File: src/rtl/bscm_pkg.sv
package bscm_pkg;
  typedef enum logic {
    MODE_ENC = 1'b0,
    MODE_REC = 1'b1
  } src_mode_e;

  typedef struct packed {
    logic rx_mis;
    logic tm_lost;
    logic en_lost;
    logic data_mis;
  } err_vec_t;

  localparam int unsigned NUM_WD = 2;
  localparam int unsigned WD_EN  = 0;
  localparam int unsigned WD_TM  = 1;
endpackage

File: src/rtl/bscm_addr_data_cmp.sv
module bscm_addr_data_cmp
  import bscm_pkg::*;
#(
  parameter int unsigned ADDR_W = 4,
  parameter int unsigned CODE_W = 3
) (
  input  logic              clk_i,
  input  logic              rst_ni,
  input  logic [ADDR_W-1:0] wr_addr_i,
  input  logic [ADDR_W-1:0] rd_addr_i,
  input  logic              gate_i,
  input  logic              mode_i,
  input  logic [CODE_W-1:0] code_i,
  input  logic              rx2_i,
  input  logic [CODE_W-1:0] dout_i,
  output logic              cmp_en_o,
  output logic              mismatch_o
);
  localparam int unsigned IW = (CODE_W > 1) ? $clog2(CODE_W) : 1;
  localparam logic [IW-1:0] IDX_LAST = IW'(CODE_W - 1);

  logic          addr_eq, en_d;
  logic          en_q, din_q, dout_q;
  logic          din_d, dout_d;
  logic [IW-1:0] idx_q, idx_d;

  assign addr_eq = (wr_addr_i == rd_addr_i);
  assign en_d    = addr_eq & gate_i;

  always_comb begin
    if (src_mode_e'(mode_i) == MODE_REC) begin
      din_d  = rx2_i;
      dout_d = dout_i[0];
    end else begin
      din_d  = code_i[idx_q];
      dout_d = dout_i[idx_q];
    end
  end

  // step through code bits, one per qualified compare
  always_comb begin
    idx_d = idx_q;
    if (src_mode_e'(mode_i) == MODE_ENC && en_d)
      idx_d = (idx_q == IDX_LAST) ? '0 : idx_q + 1'b1;
  end

  always_ff @(posedge clk_i or negedge rst_ni) begin
    if (!rst_ni) begin
      en_q   <= 1'b0;
      din_q  <= 1'b0;
      dout_q <= 1'b0;
      idx_q  <= '0;
    end else begin
      en_q   <= en_d;
      din_q  <= din_d;
      dout_q <= dout_d;
      idx_q  <= idx_d;
    end
  end

  assign cmp_en_o   = en_q;
  assign mismatch_o = en_q & (din_q ^ dout_q);

  AST_IDX_RANGE: assert property (@(posedge clk_i) disable iff (!rst_ni)
    idx_q <= IDX_LAST);

  AST_MIS_NEEDS_EQ: assert property (@(posedge clk_i) disable iff (!rst_ni)
    mismatch_o |-> $past(wr_addr_i == rd_addr_i));

  AST_MIS_NEEDS_GATE: assert property (@(posedge clk_i) disable iff (!rst_ni)
    mismatch_o |-> $past(gate_i));
endmodule

File: src/rtl/bscm_activity_wd.sv
module bscm_activity_wd #(
  parameter int unsigned TIMEOUT = 64
) (
  input  logic clk_i,
  input  logic rst_ni,
  input  logic kick_i,
  output logic expired_o
);
  localparam int unsigned CNT_W = $clog2(TIMEOUT + 1);
  localparam logic [CNT_W-1:0] RELOAD = CNT_W'(TIMEOUT - 1);

  logic [CNT_W-1:0] cnt_q;

  always_ff @(posedge clk_i or negedge rst_ni) begin
    if (!rst_ni)               cnt_q <= RELOAD;
    else if (kick_i)           cnt_q <= RELOAD;
    else if (cnt_q != '0)      cnt_q <= cnt_q - 1'b1;
  end

  assign expired_o = (cnt_q == '0);

  AST_WD_QUIET: assert property (@(posedge clk_i) disable iff (!rst_ni)
    expired_o |-> !$past(kick_i));

  AST_WD_HOLD: assert property (@(posedge clk_i) disable iff (!rst_ni)
    expired_o && !kick_i |=> expired_o);
endmodule

File: src/rtl/bscm_slot_sel.sv
module bscm_slot_sel #(
  parameter int unsigned FRAME_WORDS = 32,
  parameter int unsigned DIAG_WORD   = 24
) (
  input  logic clk_i,
  input  logic rst_ni,
  input  logic frame_start_i,
  input  logic card_err_i,
  input  logic pos_stuff_i,
  output logic stuff_req_no
);
  localparam int unsigned WW = (FRAME_WORDS > 1) ? $clog2(FRAME_WORDS) : 1;
  localparam logic [WW-1:0] W_LAST = WW'(FRAME_WORDS - 1);
  localparam logic [WW-1:0] W_DIAG = WW'(DIAG_WORD);

  logic [WW-1:0] word_q;
  logic          diag_slot;

  always_ff @(posedge clk_i or negedge rst_ni) begin
    if (!rst_ni)                word_q <= '0;
    else if (frame_start_i)     word_q <= '0;
    else if (word_q == W_LAST)  word_q <= '0;
    else                        word_q <= word_q + 1'b1;
  end

  assign diag_slot    = (word_q == W_DIAG);
  assign stuff_req_no = diag_slot ? ~card_err_i : ~pos_stuff_i;

  AST_WORD_WRAP: assert property (@(posedge clk_i) disable iff (!rst_ni)
    !frame_start_i && word_q == W_LAST |=> word_q == '0);

  AST_FRAME_RESTART: assert property (@(posedge clk_i) disable iff (!rst_ni)
    frame_start_i |=> !diag_slot || W_DIAG == '0);
endmodule

File: src/rtl/buf_selfcheck_mon.sv
module buf_selfcheck_mon
  import bscm_pkg::*;
#(
  parameter int unsigned ADDR_W      = 4,
  parameter int unsigned CODE_W      = 3,
  parameter int unsigned WD_TIMEOUT  = 64,
  parameter int unsigned FRAME_WORDS = 32,
  parameter int unsigned DIAG_WORD   = 24
) (
  input  logic              clk_i,
  input  logic              rst_ni,
  input  logic              clr_err_i,
  input  logic [ADDR_W-1:0] wr_addr_i,
  input  logic [ADDR_W-1:0] rd_addr_i,
  input  logic              gate_i,
  input  logic              mode_i,
  input  logic [CODE_W-1:0] code_i,
  input  logic              rx1_i,
  input  logic              rx2_i,
  input  logic [CODE_W-1:0] dout_i,
  input  logic              te_strobe_i,
  input  logic              tr_strobe_i,
  input  logic              frame_start_i,
  input  logic              pos_stuff_i,
  output logic              card_err_o,
  output logic              stuff_req_no
);
  logic              cmp_en, data_mis;
  logic [NUM_WD-1:0] wd_kick, wd_exp;
  err_vec_t          err_set, err_q;

  bscm_addr_data_cmp #(.ADDR_W(ADDR_W), .CODE_W(CODE_W)) u_cmp (
    .clk_i      (clk_i),
    .rst_ni     (rst_ni),
    .wr_addr_i  (wr_addr_i),
    .rd_addr_i  (rd_addr_i),
    .gate_i     (gate_i),
    .mode_i     (mode_i),
    .code_i     (code_i),
    .rx2_i      (rx2_i),
    .dout_i     (dout_i),
    .cmp_en_o   (cmp_en),
    .mismatch_o (data_mis)
  );

  assign wd_kick[WD_EN] = cmp_en;
  assign wd_kick[WD_TM] = (src_mode_e'(mode_i) == MODE_REC) ? tr_strobe_i : te_strobe_i;

  for (genvar g = 0; g < NUM_WD; g++) begin : g_wd
    bscm_activity_wd #(.TIMEOUT(WD_TIMEOUT)) u_wd (
      .clk_i     (clk_i),
      .rst_ni    (rst_ni),
      .kick_i    (wd_kick[g]),
      .expired_o (wd_exp[g])
    );
  end

  always_comb begin
    err_set          = '0;
    err_set.data_mis = data_mis;
    err_set.en_lost  = wd_exp[WD_EN];
    err_set.tm_lost  = wd_exp[WD_TM];
    err_set.rx_mis   = rx1_i ^ rx2_i;
  end

  always_ff @(posedge clk_i or negedge rst_ni) begin
    if (!rst_ni)        err_q <= '0;
    else if (clr_err_i) err_q <= '0;
    else                err_q <= err_q | err_set;
  end

  assign card_err_o = |err_q;

  bscm_slot_sel #(.FRAME_WORDS(FRAME_WORDS), .DIAG_WORD(DIAG_WORD)) u_slot (
    .clk_i         (clk_i),
    .rst_ni        (rst_ni),
    .frame_start_i (frame_start_i),
    .card_err_i    (card_err_o),
    .pos_stuff_i   (pos_stuff_i),
    .stuff_req_no  (stuff_req_no)
  );

  AST_STICKY_HOLD: assert property (@(posedge clk_i) disable iff (!rst_ni)
    card_err_o && !clr_err_i |=> card_err_o);

  AST_CLEAR_WINS: assert property (@(posedge clk_i) disable iff (!rst_ni)
    clr_err_i |=> !card_err_o);

  AST_RX_FLAG: assert property (@(posedge clk_i) disable iff (!rst_ni)
    (rx1_i != rx2_i) && !clr_err_i |=> card_err_o);

  AST_DATA_FLAG: assert property (@(posedge clk_i) disable iff (!rst_ni)
    data_mis && !clr_err_i |=> card_err_o);
endmodule

File: config.mk
export PLATFORM = sky130hd
export DESIGN_NAME = buf_selfcheck_mon
export DESIGN_NICKNAME = d
export VERILOG_FILES = /design/src/rtl/bscm_pkg.sv /design/src/rtl/bscm_addr_data_cmp.sv /design/src/rtl/bscm_activity_wd.sv /design/src/rtl/bscm_slot_sel.sv /design/src/rtl/buf_selfcheck_mon.sv
export SDC_FILE = /design/constraint.sdc
export NUM_CORES = 1
export LEC_CHECK = 0
export CAP_MARGIN = 20
export CORE_ASPECT_RATIO = 0.9
export CORE_MARGIN = 1
export CORE_UTILIZATION = 30
export DETAILED_ROUTE_END_ITERATION = 8
export PLACE_DENSITY = 0.48
export SLEW_MARGIN = 5
export SYNTH_ARGS = -nofsm -noshare
export SYNTH_HDL_FRONTEND = slang
export SYNTH_SLANG_ARGS = --single-unit
File: constraint.sdc
create_clock -name clk_i -period 4.9 [get_ports clk_i]
set_input_delay 0.49 -clock clk_i [delete_from_list [all_inputs] [get_ports clk_i]]
set_output_delay 0.49 -clock clk_i [all_outputs]
set_load 0.005 [all_outputs]
# [Word-level counts from Yosys, hierarchy flattened]
# Index checks and enable logic that the tools add are counted.
[totals] wordCells=52 input_bits=25 register_bits=28 out_inout_bits=2
[classes] magnitude_cmp=1 eq_ne=4 reduce_logical=8 muxes=16 n_addsub=4 n_bitwise=8
[ops] operator="$mux W7" count=4
[ops] operator="$logic_not A7 Y1" count=2
[ops] operator="$reduce_bool A7 Y1" count=2
[ops] operator="$sub A7 B1 Y7 const B" count=2
[ops] operator="$eq A5 B5 Y1 const B" count=2
[ops] operator="$mux W5" count=2
[ops] operator="$mux W1" count=6
[ops] operator="$add A5 B1 Y5 const B" count=1
[ops] operator="$bmux W1 S2" count=2
[ops] operator="$eq A4 B4 Y1" count=1
[ops] operator="$mux W4" count=1
[ops] operator="$or A4 B4 Y4" count=1
[ops] operator="$reduce_bool A2 Y1" count=2
[ops] operator="$reduce_or A4 Y1" count=1
[ops] operator="$lt A2 B3 Y1 const B" count=1
[ops] operator="$not A1 Y1" count=3
[ops] operator="$add A2 B1 Y2 const B" count=1
[ops] operator="$and A1 B1 Y1" count=2
[ops] operator="$eq A2 B2 Y1 const B" count=1
[ops] operator="$mux W2" count=1
[ops] operator="$xor A1 B1 Y1" count=2
[ops] operator="$logic_and A1 B1 Y1" count=1

# [Longest topological paths before layout]
[depth] ltp_word=4 ltp_mapped=6 ltp_nobuf=6

# [Cells and area by module]
# A second synthesis with hierarchy kept.
[hier_totals] hier_cells=155 hier_area_um2=1554.0
[modules_own_cells] module="bscm_activity_wd" instances=2 cells_per_inst=43 area_each_um2=416.6 seq_area_each_um2=182.7
[modules_own_cells] module="bscm_addr_data_cmp" instances=1 cells_per_inst=32 area_each_um2=306.5 seq_area_each_um2=125.1
[modules_own_cells] module="bscm_slot_sel" instances=1 cells_per_inst=22 area_each_um2=255.2 seq_area_each_um2=125.1
[modules_own_cells] module="buf_selfcheck_mon" instances=1 cells_per_inst=15 area_each_um2=158.9 seq_area_each_um2=100.1

# [Worst setup path after synthesis]
# No wires, ideal clock.
[synth_timing] path_type="reg-to-reg" start="register g_wd[1].u_wd.cnt_q[0]" end="register g_wd[1].u_wd.cnt_q[5]" path_stages_with_launch=6 synth_period_minus_slack_ps=1575 setup_time_ps=86 arrival_ps=1489 setup_slack_ps=3325 n_path_buf=0 required_time_ps=4814 path_cell_list="dfstp_2 -> inv_1 -> ha_1 -> nor3b_1 -> a21o_1 -> o41a_1"
[synth_via] elab_chain_cells=3 elab_cells_between_ends=5 cone_classes="1 x add/sub; 2 x mux; 2 x reduce/logical"
[synth_rtl] element="from (decl)" line="bscm_activity_wd.sv:12" source="logic [CNT_W-1:0] cnt_q;"
[synth_rtl] element="from (signal assigned)" line="bscm_activity_wd.sv:17" source="else if (cnt_q != '0) cnt_q <= cnt_q - 1'b1;"
[synth_rtl] element="$sub A7 B1 Y7" line="bscm_activity_wd.sv:17"
[synth_rtl] element="$mux W7" line="bscm_activity_wd.sv:17"
[synth_rtl] element="$mux W7" line="bscm_activity_wd.sv:16" source="else if (kick_i) cnt_q <= RELOAD;"
# Parallel ways exist; a longest one is shown, timed or not. The select of a mux whose other input is x is not followed.
# A chain may end at the register's enable or synchronous reset.

# [Worst setup path after layout]
[layout_timing] start="register err_q[2] (netlist bit)" end="output port stuff_req_no"
[layout_via] elab_chain_cells=3
[layout_rtl] element="from (decl)" line="buf_selfcheck_mon.sv:30" source="err_vec_t err_set, err_q;"
[layout_rtl] element="from (signal assigned)" line="buf_selfcheck_mon.sv:69" source="else err_q <= err_q | err_set;"
[layout_rtl] element="$reduce_or A4 Y1" line="buf_selfcheck_mon.sv:72" source="assign card_err_o = |err_q;"
[layout_rtl] element="$not A1 Y1" line="bscm_slot_sel.sv:27" source="assign stuff_req_no = diag_slot ? ~card_err_i : ~pos_stuff_i;"
[layout_rtl] element="$mux W1" line="bscm_slot_sel.sv:27"
[layout_rtl] element="to (decl)" line="buf_selfcheck_mon.sv:26" source="output logic stuff_req_no"
# Every way passes these cells.

==> results.toml <==
[outcome]
outcome = "completed"

[setup_path]
critical_path.max_stage_delay_ps = 560
worstPathArrival_ps = 1880
worstPathCellList = "or4_1 > mux2i_1 > clkdlybuf4s50_1"
critPathBufInv = 1
critical_path_class = "reg -> out"
start_kind = "flip-flop"
crit_slowest_cell = "or4_1"
cp-end-kind = "output pin"
crit_family = "simple AND/OR/NAND/NOR gates"
cp_max_fo = 2
rr_startpoint = "g_wd[1].u_wd.cnt_q[0]$_DFFE_PN1P_"
crit_start = "err_q[2]$_DFF_PN0_"
cp_data_required_time_ps = 4410

[clock_tree]
cts_buffers = 3
clk_pin_slew_ps = 90
cts_setup_buffers = 0
cts.sinks = 28
root_buffer = "clkbuf_8"
h-tree-depth = 1
clock_path_buffers = 2
hold_buffers = 0
clk_latency_ps = 270
cts_tree = "built"
cts_resized = 0

[logic_synthesis]
yosysWarnings = 0
synth_top_cell_by_area = "dfrtp_1"
yosysTopAreaCellShare = 0.271
ys_types = 33
synthesis.area_um2 = 1480
synthFlopType = "dfrtp_1"
syn_avg_cell_area_um2 = 10.4
synthTopCellsByArea = "dfrtp_1 27%, dfstp_2 21%, ha_1 5.9%, xnor2_1 4.2%, mux2i_1 4.1%"
synth-seq-cells = 28
synthCells = 142
ys_seq_area_frac = 0.485
synth_most_common_cell = "dfrtp_1"
synth-async-reset-ratio = 1.00
synthesis.nets = 174
synth.top_cells.by_count = "16 x dfrtp_1, 12 x dfstp_2, 11 x inv_1, 11 x nor2_1"
synth-edff-count = 0

[timing]
layout_min_cycle_time_ps = 2370
fin_crit_sh = 0.483
rsz0062_at_grt = "false"
setup_violations = 0
finalSetupTns_ps = 0
fmax_mhz = 422
layout_setup_ws_ps = 2530
tightest_slew_ps = 651
skew_ps = 1.95
final_max_slew_viol_count = 0
hold_viol_final = 0
max_slew_margin = 0.553
hold_slack_ps = 502

[global_routing]
antenna_found_initial = 0
track_usage = 0.119
grt_max_degree = 29
grt_pass1_wl_mm = 4.83
grt_overflow = 0
first_global_vias = 1135

[routing]
firstDrtPassIters = 4
drc = 0
antenna_left = 0
num_vias = 1073
drt_iter0_markers = 32
wl_per_cell_um = 11.3
avgViaCountPerCell = 4.59
routed_wl_mm = 2.66

[floorplan]
coreArea_um2 = 4580
die_h_um = 68.5
start_util = 0.322
placementRows = 23
die_area_um2 = 5200
ioPinCount = 27
die_x_um = 75.9

[final_layout]
antenna_cells = 0
final_nets = 206
drive_gt1_frac = 0.140
final_cells = 234
fillers = 454
synthToLayoutAreaGrowth_pct = 26.2

[place]
place_congestion = 0.777
pre_cts_ws_ps = 2670
port_buffers = 26
dp_hpwl_mm = 2.07
placed_cells = 231

[job]
maxCapViolations = 0

[pwr]
power_mw = 0.653
ir_worst_vdd_mv = 0.135
power_leakage_nw = 0.791
p_per_area_nw_per_um2 = 351

[hold_path]
min_path_type = "reg -> reg"
holdCritStartpoint = "err_q[2]$_DFF_PN0_"
## logic make-up (layout without fill, tap and decap cells)
| kind of cell | after synthesis | count (layout) | share of synthesized area |
|---|---|---|---|
| buffers and inverters | 11 | 41 | 0.0280 |
| muxes | 8 | 8 | 0.0560 |
| DFF | 28 | 28 | 0.485 |
| xor gates and xnor gates | 13 | 13 | 0.0772 |
| AOI/OAI and AO/OA | 21 | 21 | 0.0933 |
| and+or+nand+nor | 54 | 54 | 0.201 |
| adders and majority gates | 7 | 7 | 0.0594 |
## sequential cells by signal (all words and copies together) (netlist names)
name	cells
err_q	4
g_wd.u_wd.cnt_q	14
u_cmp.cmp_en_o	1
u_cmp.din_q	1
u_cmp.dout_q	1
u_cmp.idx_q	2
u_slot.word_q	5
## power breakdown
group	total, mW	internal, mW	switching (mW)	leakage [nW]
clock	0.124	0.0551	0.0684	0.0216
sequential	0.345	0.300	0.0450	0.338
combinational	0.185	0.0996	0.0849	0.431
total	0.653	0.454	0.198	0.791
## metal layers
layer,global-route usage,share of wire,vias to the layer above
li1,-,-,545
met1,0.138,0.47,499
met2,0.218,0.47,25
met3,0.0263,0.044,4
met4,0.0505,0.015,0
met5,0,0,-
## path summary, 6_finish.rpt
| kind | end | slack [ps] | depth (start not counted) |
|---|---|---|---|
| setup / recovery | stuff_req_no | 2530 | 3 |
| setup reg to reg | g_wd[1].u_wd.cnt_q[5]$_DFFE_PN1P_ | 3210 | 6 |
| min in group asynchronous | u_cmp.idx_q[0]$_DFFE_PN0P_ | 590 | 2 |
| max in group asynchronous | g_wd[1].u_wd.cnt_q[0]$_DFFE_PN1P_ | 4000 | 2 |
| hold reg to reg | err_q[2]$_DFF_PN0_ | 500 | 2 |
| hold / removal | err_q[2]$_DFF_PN0_ | 500 | 2 |
## layout by cell type, fill, tap and decap left out, types with 2 or more instances in the layout
cell type	Yosys	final
inv_1	11	11
a211oi_1	2	2
dfrtp_1	16	16
nor2b_1	4	4
and3_1	2	2
a21oi_1	6	6
nor3b_1	2	2
nor2_1	11	11
o21ai_0	7	7
or3_1	3	3
nand3_1	3	3
or2_2	2	2
nand2_1	8	8
nand2b_1	8	8
mux2i_1	6	6
xnor2_1	7	7
ha_1	7	7
xor2_1	6	6
nor3_1	5	5
dfstp_2	12	12
mux2_2	2	2
clkdlybuf4s50_1	0	26
clkbuf_8	0	3
## cell type report
type / count / area (um2) / share of cell area
Inverter: 11 / 41.3 / 0.0222
Multi-Input combinational cell: 103 / 718 / 0.386
Tap cell: 62 / 77.6 / 0.0417
Clock buffer: 3 / 41.3 / 0.0222
Timing Repair Buffer: 27 / 268 / 0.144
Sequential cell: 28 / 716 / 0.384
## stage by stage
step / area (um2) / utilization
2_1_floorplan: 1480 / -
3_3_place_gp: 1820 / 0.398
3_5_place_dp: 1820 / 0.398
4_1_cts: 1860 / 0.407
5_1_grt: 1860 / 0.407
6_report: 1860 / 0.407
## worst min-delay path: stages (launching register included)
cell and delay [ps]:
dfrtp_1 350, a21oi_1 50, nor2_1 70
Power figures use the tool's default switching activity.
